$ cat config.mk
export PLATFORM = sky130hd
export DESIGN_NAME = cot_pwm_seq
export DESIGN_NICKNAME = d
export VERILOG_FILES = /design/src/rtl/cot_pkg.sv /design/src/rtl/cot_phase_timer.sv /design/src/rtl/cot_off_expiry.sv /design/src/rtl/cot_term_arbiter.sv /design/src/rtl/cot_pwm_seq.sv
export SDC_FILE = /design/constraint.sdc
export NUM_CORES = 1
export LEC_CHECK = 0
export BUFFER_PORTS_ARGS = -buffer_cell sky130_fd_sc_hd__buf_2
export CORE_MARGIN = 4
export CORE_UTILIZATION = 30
export CTS_CLUSTER_DIAMETER = 120
export DETAILED_ROUTE_END_ITERATION = 8
export HOLD_SLACK_MARGIN = 0.05
export PLACE_DENSITY_LB_ADDON = 0.2
export SLEW_MARGIN = 10
export SYNTH_ARGS = -nofsm -noshare
export SYNTH_HDL_FRONTEND = slang
export SYNTH_SLANG_ARGS = --single-unit
$ cat constraint.sdc
create_clock -name clk -period 6.2 [get_ports clk]
set_clock_uncertainty 0.05 [all_clocks]
set_input_delay 0.62 -clock clk [delete_from_list [all_inputs] [get_ports clk]]
set_output_delay 0.62 -clock clk [all_outputs]
set_load 0.02 [all_outputs]
$ cat src/rtl/cot_pkg.sv
package cot_pkg;
  typedef enum logic {PH_OFF = 1'b0, PH_ON = 1'b1} phase_e;
  typedef enum logic [1:0] {
    CAUSE_NONE = 2'd0,
    CAUSE_PEAK = 2'd1,
    CAUSE_TMAX = 2'd2,
    CAUSE_OCP  = 2'd3
  } cause_e;
  localparam int N_CAUSE = 3;
endpackage

$ cat src/rtl/cot_phase_timer.sv
// Counts clocks spent in the current phase; cleared at every phase change.
module cot_phase_timer #(
  parameter int W = 13
) (
  input  logic         clk,
  input  logic         rst,
  input  logic         clr,
  output logic [W-1:0] cnt
);
  always_ff @(posedge clk) begin
    if (rst || clr) cnt <= '0;
    else            cnt <= cnt + 1'b1;
  end
endmodule

$ cat src/rtl/cot_off_expiry.sv
// Flags the last clock of the off phase; a zero length counts as one.
module cot_off_expiry #(
  parameter int CNT_W = 13,
  parameter int OFF_W = 12
) (
  input  logic [CNT_W-1:0] cnt,
  input  logic [OFF_W-1:0] off_cnt,
  output logic             expire
);
  logic [CNT_W:0] next_cnt;
  logic [CNT_W:0] len;

  always_comb begin
    next_cnt = {1'b0, cnt} + 1'b1;
    len      = {{(CNT_W+1-OFF_W){1'b0}}, off_cnt};
    if (len == '0) len = {{CNT_W{1'b0}}, 1'b1};
    expire = (next_cnt >= len);
  end
endmodule

$ cat src/rtl/cot_term_arbiter.sv
// Decides whether the on phase ends in this clock, and why.
module cot_term_arbiter
  import cot_pkg::*;
#(
  parameter int CNT_W   = 13,
  parameter int BLK_W   = 8,
  parameter int TON_MAX = 3400
) (
  input  logic [CNT_W-1:0] cnt,
  input  logic [BLK_W-1:0] blank,
  input  logic [BLK_W-1:0] ocp_blank,
  input  logic             en,
  input  logic             cmp_peak,
  input  logic             cmp_ocp,
  output logic             stop,
  output cause_e           cause
);
  localparam logic [CNT_W:0] TMAX_V = (CNT_W+1)'(TON_MAX);

  logic [CNT_W:0] next_cnt;
  logic           peak_open;
  logic           ocp_open;
  logic           tmax_hit;

  always_comb begin
    next_cnt  = {1'b0, cnt} + 1'b1;
    peak_open = next_cnt >= {{(CNT_W+1-BLK_W){1'b0}}, blank};
    ocp_open  = next_cnt >= {{(CNT_W+1-BLK_W){1'b0}}, ocp_blank};
    tmax_hit  = next_cnt >= TMAX_V;
    stop      = 1'b1;
    cause     = CAUSE_NONE;
    if (!en)                        cause = CAUSE_NONE;
    else if (cmp_ocp && ocp_open)   cause = CAUSE_OCP;
    else if (cmp_peak && peak_open) cause = CAUSE_PEAK;
    else if (tmax_hit)              cause = CAUSE_TMAX;
    else                            stop  = 1'b0;
  end
endmodule

$ cat src/rtl/cot_pwm_seq.sv
module cot_pwm_seq
  import cot_pkg::*;
#(
  parameter int OFF_W   = 12,
  parameter int BLK_W   = 8,
  parameter int TON_MAX = 3400
) (
  input  logic             clk,
  input  logic             rst,
  input  logic             en_i,
  input  logic             cmp_peak_i,
  input  logic             cmp_ocp_i,
  input  logic [OFF_W-1:0] off_cnt_i,
  input  logic [BLK_W-1:0] blank_cnt_i,
  input  logic [BLK_W-1:0] ocp_blank_cnt_i,
  output logic             drv_o,
  output logic             ev_peak_o,
  output logic             ev_tmax_o,
  output logic             ev_ocp_o
);
  localparam int TW    = $clog2(TON_MAX + 1);
  localparam int BASEW = (TW > OFF_W) ? TW : OFF_W;
  localparam int CNT_W = ((BASEW > BLK_W) ? BASEW : BLK_W) + 1;

  phase_e             ph_q;
  logic [CNT_W-1:0]   cnt;
  logic               off_done;
  logic               on_stop;
  cause_e             on_cause;
  logic               clr;
  logic               fire;
  logic [N_CAUSE-1:0] ev_q;

  cot_phase_timer #(.W(CNT_W)) u_timer (
    .clk(clk), .rst(rst), .clr(clr), .cnt(cnt)
  );

  cot_off_expiry #(.CNT_W(CNT_W), .OFF_W(OFF_W)) u_off (
    .cnt(cnt), .off_cnt(off_cnt_i), .expire(off_done)
  );

  cot_term_arbiter #(.CNT_W(CNT_W), .BLK_W(BLK_W), .TON_MAX(TON_MAX)) u_arb (
    .cnt(cnt), .blank(blank_cnt_i), .ocp_blank(ocp_blank_cnt_i),
    .en(en_i), .cmp_peak(cmp_peak_i), .cmp_ocp(cmp_ocp_i),
    .stop(on_stop), .cause(on_cause)
  );

  always_comb begin
    if (ph_q == PH_OFF) clr = !en_i || off_done;
    else                clr = on_stop;
    fire = (ph_q == PH_ON) && on_stop;
  end

  always_ff @(posedge clk) begin
    if (rst) ph_q <= PH_OFF;
    else begin
      case (ph_q)
        PH_OFF:  if (en_i && off_done) ph_q <= PH_ON;
        default: if (on_stop)          ph_q <= PH_OFF;
      endcase
    end
  end

  // One strobe register per cause; cause code g+1 drives bit g.
  for (genvar g = 0; g < N_CAUSE; g++) begin : g_ev
    always_ff @(posedge clk) begin
      if (rst) ev_q[g] <= 1'b0;
      else     ev_q[g] <= fire && (on_cause == cause_e'(g + 1));
    end
  end

  assign drv_o     = (ph_q == PH_ON);
  assign ev_peak_o = ev_q[0];
  assign ev_tmax_o = ev_q[1];
  assign ev_ocp_o  = ev_q[2];
endmodule

==> results of run 1 <==
==> cells in the final DEF, fill, tap and decap left out, types with 3 or more instances in the layout <==
| cell type | count |
|---|---|
| buf_2 | 36 |
| inv_1 | 31 |
| ha_1 | 29 |
| dfxtp_1 | 17 |
| nand2_1 | 10 |
| nand3_1 | 10 |
| nor2_1 | 9 |
| xnor2_1 | 8 |
| a21boi_2 | 6 |
| nor3_1 | 5 |
| a21oi_1 | 5 |
| o21ai_0 | 5 |
| xor2_1 | 4 |
| nor4_1 | 4 |
| o211ai_1 | 4 |
| o21ai_2 | 3 |
| a21o_1 | 3 |
| a21oi_2 | 3 |
| a21boi_0 | 3 |
| clkbuf_8 | 3 |
==> worst max-delay path, stage by stage (launching register included) <==
cell	delay (ns)
dfxtp_1	0.50
ha_1	0.36
nand3_1	0.19
nor2_1	0.19
xnor2_1	0.20
ha_1	0.30
a21o_1	0.18
a21oi_1	0.14
nor2b_1	0.05
o21ai_0	0.23
nand4b_1	0.61
a21boi_0	0.35
==> registers in the layout, indices dropped and copies added, names as in the netlist <==
name	count
ev_tmax_o	1
u_timer.cnt	13
ev_peak_o	1
drv_o	1
ev_ocp_o	1
==> where the power goes <==
group | switching, W | leakage, nW | internal [W]
Clock | 0.0000394 | 0.0228 | 0.0000457
Combinational | 0.0000195 | 0.848 | 0.0000187
Sequential | 0.00000149 | 0.138 | 0.000110
==> logic make-up after synthesis <==
group,count (synthesis),share of synthesized area [%]
flops,17,19.8
fa+ha+maj,29,21.1
other cells,1,0.218
xor+xnor,12,6.12
simple gates,57,20.4
mux,1,0.583
buf+inv,38,9.61
compound gates,48,22.1
==> how the worst max path moves through the flow <==
stage                                    from                   endpoint  depth (start not counted)  slack, ns
floorplan           u_timer.cnt[0]$_SDFF_PP0_  u_timer.cnt[3]$_SDFF_PP0_                         13       3.52
global placement    u_timer.cnt[0]$_SDFF_PP0_  u_timer.cnt[2]$_SDFF_PP0_                         11       2.83
detailed placement  u_timer.cnt[0]$_SDFF_PP0_  u_timer.cnt[3]$_SDFF_PP0_                         11       2.80
CTS                 u_timer.cnt[0]$_SDFF_PP0_  u_timer.cnt[3]$_SDFF_PP0_                         11       2.76
global route        u_timer.cnt[0]$_SDFF_PP0_  u_timer.cnt[3]$_SDFF_PP0_                         11       2.40
finish              u_timer.cnt[0]$_SDFF_PP0_  u_timer.cnt[3]$_SDFF_PP0_                         11       2.75
==> metrics by stage <==
stage | util [%] | instance area [µm²] | cells | total power (W) | hold WS [ns]
after floorplan | - | 1720 | 203 | 0.000136 | 0.446
after global placement | 35.0 | 1940 | 304 | 0.000153 | 0.464
after detailed placement | 35.0 | 1940 | 304 | 0.000153 | 0.470
after CTS | 35.8 | 1980 | 308 | 0.000239 | 0.480
after global routing | 35.8 | 1980 | 308 | 0.000250 | 0.514
final | 35.8 | 1980 | 308 | 0.000235 | 0.475
==> final cells by class <==
class | count | area share (%)
Sequential cell | 17 | 17.2
Inverter | 31 | 5.86
Tap cell | 72 | 4.54
Timing Repair Buffer | 36 | 9.08
Multi-Input combinational cell | 148 | 61.1
Clock buffer | 4 | 2.27
==> metal layers <==
| metal | up-vias | GRT usage [%] | part of all wire (%) |
|---|---|---|---|
| met4 | 0 | 4.39 | 1.7 |
| met2 | 31 | 17.6 | 43 |
| met3 | 5 | 1.78 | 4.7 |
| met1 | 662 | 16.9 | 51 |
| li1 | 788 | - | - |
| met5 | - | 0 | 0 |
==> results.md, run 1 <==
- Worst r2r dst: u_timer.cnt[3]$_SDFF_PP0_
- Row count: 27
- Worst Hold End: drv_o$_SDFF_PP0_
- Post-synth EDFFs: 0
- Vias in the first global route: 1417
- Die width: 83.7 µm
- Post-synth ARST share: 0%
- HP Class: reg2reg
- Crit path required time: 6.32 ns
- Post-CTS sizing: 0
- Inserted Clock Buffers: 3
- Largest net degree at the start of global routing: 14
- Via count: 1486
- Most common cell in the netlist: inv_1
- Final setup vio count: 0
- HPWL Detailed: 3300 µm
- Yosys warns: 0
- Hold buffer count at CTS: 0
- Post-route DRC: 0
- Setup tns final: 0 ns
- Max IR drop VDD: 0.0603 mV
- Post-Place Worst Slack: 2.80 ns
- R2R Path Start: u_timer.cnt[0]$_SDFF_PP0_
- Relative slew margins: 52.7%
- Top_reg_cell synth: dfxtp_1
- Final worst path period need: 3.45 ns
- Reg clk slew, reported paths: 0.07 ns
- PortBufs: 36
- # diodes: 0
- Setup WS post-layout: 2.75 ns
- Yosys cell types: 51
- Largest fanout on the critical path: 12
- Antenna viol nets, final: 0
- Reg area: 340 µm²
- Status: finished clean
- Hold_sp: drv_o$_SDFF_PP0_
- Initial core utilization: 31.0%
- Leakage: 1.01 nW
- Synthesized flop and latch total: 17
- Critical path capture point type: flip-flop
- CP Launch Type: flip-flop
- Final period util: 55.6%
- Final slew viol count: 0
- F_max: 290 MHz
- TritonRoute pass-1 iters: 4
- Fin nets: 299
- Root Buffer: clkbuf_8
- Initial DRC count: 111
- Clock latency at the later pin of the worst-skew pair: 0.26 ns
- Commonest cells in the netlist: inv_1 (31), ha_1 (29), dfxtp_1 (17)
- Gr ovfl total: 0
- Area Growth Syn to Fin: 15.5%
- Synth Instances: 203
- Maxcap violations: 0
- CTS Sinks: 17
- Vias per inst: 4.82
- Fin. Hold Viols: 0
- Worst hold path cell count: 1
- Final WL: 3940 µm
- Main area contributors after synthesis: ha_1 (21%), dfxtp_1 (20%), inv_1 (6.8%), xnor2_1 (4.1%), a21boi_2 (3.9%)
- R2R Setup Slk: 2.75 ns
- Mapped Avg Cell Area: 8.46 µm²
- Filler Cell Count: 588
- Worst slew pin tran: 0.705 ns
- GP Congestion: 0.759
- Synthesized cell area: 1720 µm²
- Core ar.: 5540 µm²
- CTS H-Tree Depth: 1
- Synth top area share: 21.1%
- Critical path class: reg2reg
- Reg2Reg Depth: 11
- Clock Tree Buf Depth: 2
- Area of the multi-input gates: 1210 µm²
- Layout cells sized above 1: 25.8%
- Die height: 83.7 µm
- Sequential element share of the synthesized area: 19.8%
- RSZ-0062 raised after global routing: no
- CTS tree: yes
- Initial antenna violation count: 0
- PD cells: 119 nW/µm²
- All-Layer GR Usage: 11.8%
- Num ports: 37
- Die area: 7000 µm²
- Area leader, netlist: ha_1
- Setup bufs post-CTS: 0
- First-pass GRT wire length: 6650 µm
- Synthesized net count: 265
- WP data arrival: 3.57 ns
- Wire per inst: 12.8 µm
No activity file was read; power rests on OpenSTA's default activity.
==> inputs of run 2 (changes only) <==
==> constraint.sdc (replaced) <==
create_clock -name clk -period 2.9 [get_ports clk]
set_clock_uncertainty 0.05 [all_clocks]
set_input_delay 0.29 -clock clk [delete_from_list [all_inputs] [get_ports clk]]
set_output_delay 0.29 -clock clk [all_outputs]
set_load 0.02 [all_outputs]
==> run 2 against run 1 <==
Setup slack got worse by 2.6 ns. Non-clock buffer count increased by 13. Clock power increased by 120%. Largest cell class unchanged.
==> results.md, run 2 (synthesis gave the netlist of run 1 again) <==
- Wire per inst: 12.5 µm (-2.2%)
- Leakage: 1.09 nW (+8.2%)
- Num ports: 37 (unchanged)
- Largest net degree at the start of global routing: 14 (unchanged)
- Initial DRC count: 109 (-1.8%)
- HP Class: in2reg
- CP Launch Type: flip-flop
- Critical path capture point type: flip-flop
- RSZ-0062 raised after global routing: no
- Initial antenna violation count: 0 (unchanged)
- Hold_sp: rst
- Max IR drop VDD: 0.126 mV (+110%)
- Most common cell after layout, fill and taps aside: buf_2
- Reg clk slew, reported paths: 0.07 ns (about the same)
- Final period util: 93.1% (+37 points)
- R2R Path Start: u_timer.cnt[1]$_SDFF_PP0_
- Final WL: 4010 µm (+2.0%)
- PortBufs: 36 (unchanged)
- # diodes: 0 (unchanged)
- Most frequent cells in the layout: buf_2 (36), inv_1 (31), ha_1 (28)
- Antenna viol nets, final: 0 (unchanged)
- Worst Hold End: ev_ocp_o$_SDFF_PP0_
- CTS H-Tree Depth: 1 (unchanged)
- Largest fanout on the critical path: 13 (+1)
- CTS Sinks: 17 (unchanged)
- Vias per inst: 4.79 (-0.69%)
- F_max: 370 MHz (+28%)
- Die width: 83.7 µm (unchanged)
- Layout cells sized above 1: 33.7% (+7.9 points)
- Reg2Reg Depth: 11 (unchanged)
- Status: finished clean
- Area Growth Syn to Fin: 24.3%
- All-Layer GR Usage: 11.8% (+0.089 points)
- Fin. Hold Viols: 0 (unchanged)
- Most flop-heavy register: u_timer.cnt
- Worst hold path cell count: 2 (+1)
- Crit path required time: 3.04 ns (-3.28 ns)
- Hold_ws: 0.197 ns (-0.278 ns)
- HPWL Detailed: 3440 µm (+4.1%)
- Inserted Clock Buffers: 3 (unchanged)
- Clock latency at the later pin of the worst-skew pair: 0.26 ns (about the same)
- PD cells: 240 nW/µm² (+100%)
- TritonRoute pass-1 iters: 4 (unchanged)
- R2R Setup Slk: 0.20 ns (-2.55 ns)
- CTS tree: yes
- Via count: 1538 (+3.5%)
- Maxcap violations: 0 (unchanged)
- Filler Cell Count: 594 (+1.0%)
- Fin nets: 312 (+4.3%)
- Final worst path period need: 2.70 ns (-0.748 ns)
- First-pass GRT wire length: 6830 µm (+2.7%)
- Core ar.: 5540 µm² (unchanged)
- Post-route DRC: 0 (unchanged)
- Setup tns final: 0 ns (unchanged)
- Die height: 83.7 µm (unchanged)
- Row count: 27 (unchanged)
- Worst r2r dst: u_timer.cnt[3]$_SDFF_PP0_
- Vias in the first global route: 1420 (+0.21%)
- Final setup vio count: 0 (unchanged)
- Initial core utilization: 31.0% (unchanged)
- Clock Tree Buf Depth: 2 (unchanged)
- Final slew viol count: 0 (unchanged)
- Root Buffer: clkbuf_8
- Gr ovfl total: 0 (unchanged)
- GP Congestion: 0.827 (+9.0%)
- Die area: 7000 µm² (unchanged)
- Max FFs per register: 13 (unchanged)
- Critical path class: reg2reg
- WP data arrival: 2.84 ns (-0.73 ns)
[run 2: cell count changes in the layout (fill, tap and decap cells not counted), sizes merged]
cell    change
clkinv      +1
buf        +13
clkbuf      -1
[run 2: worst max-delay path by stage]
stage                                   start                        end  slack (ns)  cells after the start
finish              u_timer.cnt[1]$_SDFF_PP0_  u_timer.cnt[3]$_SDFF_PP0_        0.20                     11
global route        u_timer.cnt[1]$_SDFF_PP0_  u_timer.cnt[3]$_SDFF_PP0_       0.003                     12
CTS                 u_timer.cnt[2]$_SDFF_PP0_  u_timer.cnt[3]$_SDFF_PP0_        0.02                     10
detailed placement  u_timer.cnt[2]$_SDFF_PP0_  u_timer.cnt[3]$_SDFF_PP0_        0.05                     10
global placement    u_timer.cnt[2]$_SDFF_PP0_  u_timer.cnt[1]$_SDFF_PP0_        0.06                     10
floorplan           u_timer.cnt[0]$_SDFF_PP0_  u_timer.cnt[3]$_SDFF_PP0_        0.22                     13
[run 2: layer usage]
layer,track usage (%),vias up,wire length [µm]
met3,1.38,5,158
met1,16.9,690,2050
met2,18.4,31,1740
met5,0,-,0
li1,-,812,-
met4,3.95,0,63
[run 2: critical path: stages (launching register included)]
cell      delay, ns
dfxtp_1        0.43
nand2_1        0.14
nor2_1         0.19
xor2_2         0.26
ha_1           0.30
a22o_1         0.18
nor4_1         0.23
o211ai_1       0.17
o21ai_2        0.20
nand4_2        0.14
buf_12         0.19
a21boi_0       0.14
[run 2: final cells by class]
| cell class | instances | area [µm²] | share of cell area (%) |
|---|---|---|---|
| Clock buffer | 3 | 41.3 | 1.93 |
| Clock inverter | 1 | 5.00 | 0.234 |
| Inverter | 31 | 116 | 5.45 |
| Multi-Input combinational cell | 148 | 1250 | 58.4 |
| Sequential cell | 17 | 345 | 16.2 |
| Tap cell | 72 | 90.1 | 4.22 |
| Timing Repair Buffer | 49 | 290 | 13.6 |
[run 2: stage by stage]
| stage | cells | total power (W) | utilization [%] | cell area (µm²) | worst slack (ns) |
|---|---|---|---|---|---|
| floorplan | 203 | 0.000291 | - | 1720 | 0.225 |
| global placement | 316 | 0.000331 | 36.9 | 2040 | 0.0583 |
| detailed placement | 316 | 0.000331 | 36.9 | 2040 | 0.0480 |
| CTS | 320 | 0.000514 | 37.7 | 2090 | 0.0173 |
| global route | 321 | 0.000540 | 38.6 | 2140 | 0.00332 |
| finish | 321 | 0.000512 | 38.6 | 2140 | 0.201 |
[run 2: report_power, final]
| group | switching (W) | internal (W) | leakage (nW) |
|---|---|---|---|
| clock | 0.0000900 | 0.0000958 | 0.0255 |
| sequential | 0.00000289 | 0.000236 | 0.140 |
| combinational | 0.0000434 | 0.0000440 | 0.925 |
| total | 0.000136 | 0.000376 | 1.09 |
[run 2: timing repair]
item / 4_1_cts / 5_1_grt
setup endpoints to repair: 0 / 13
buffers inserted: 0 / 1
hold buffers: 0 / 0
endpoints found under the hold margin: 0 / 0
resized for setup: 0 / 10
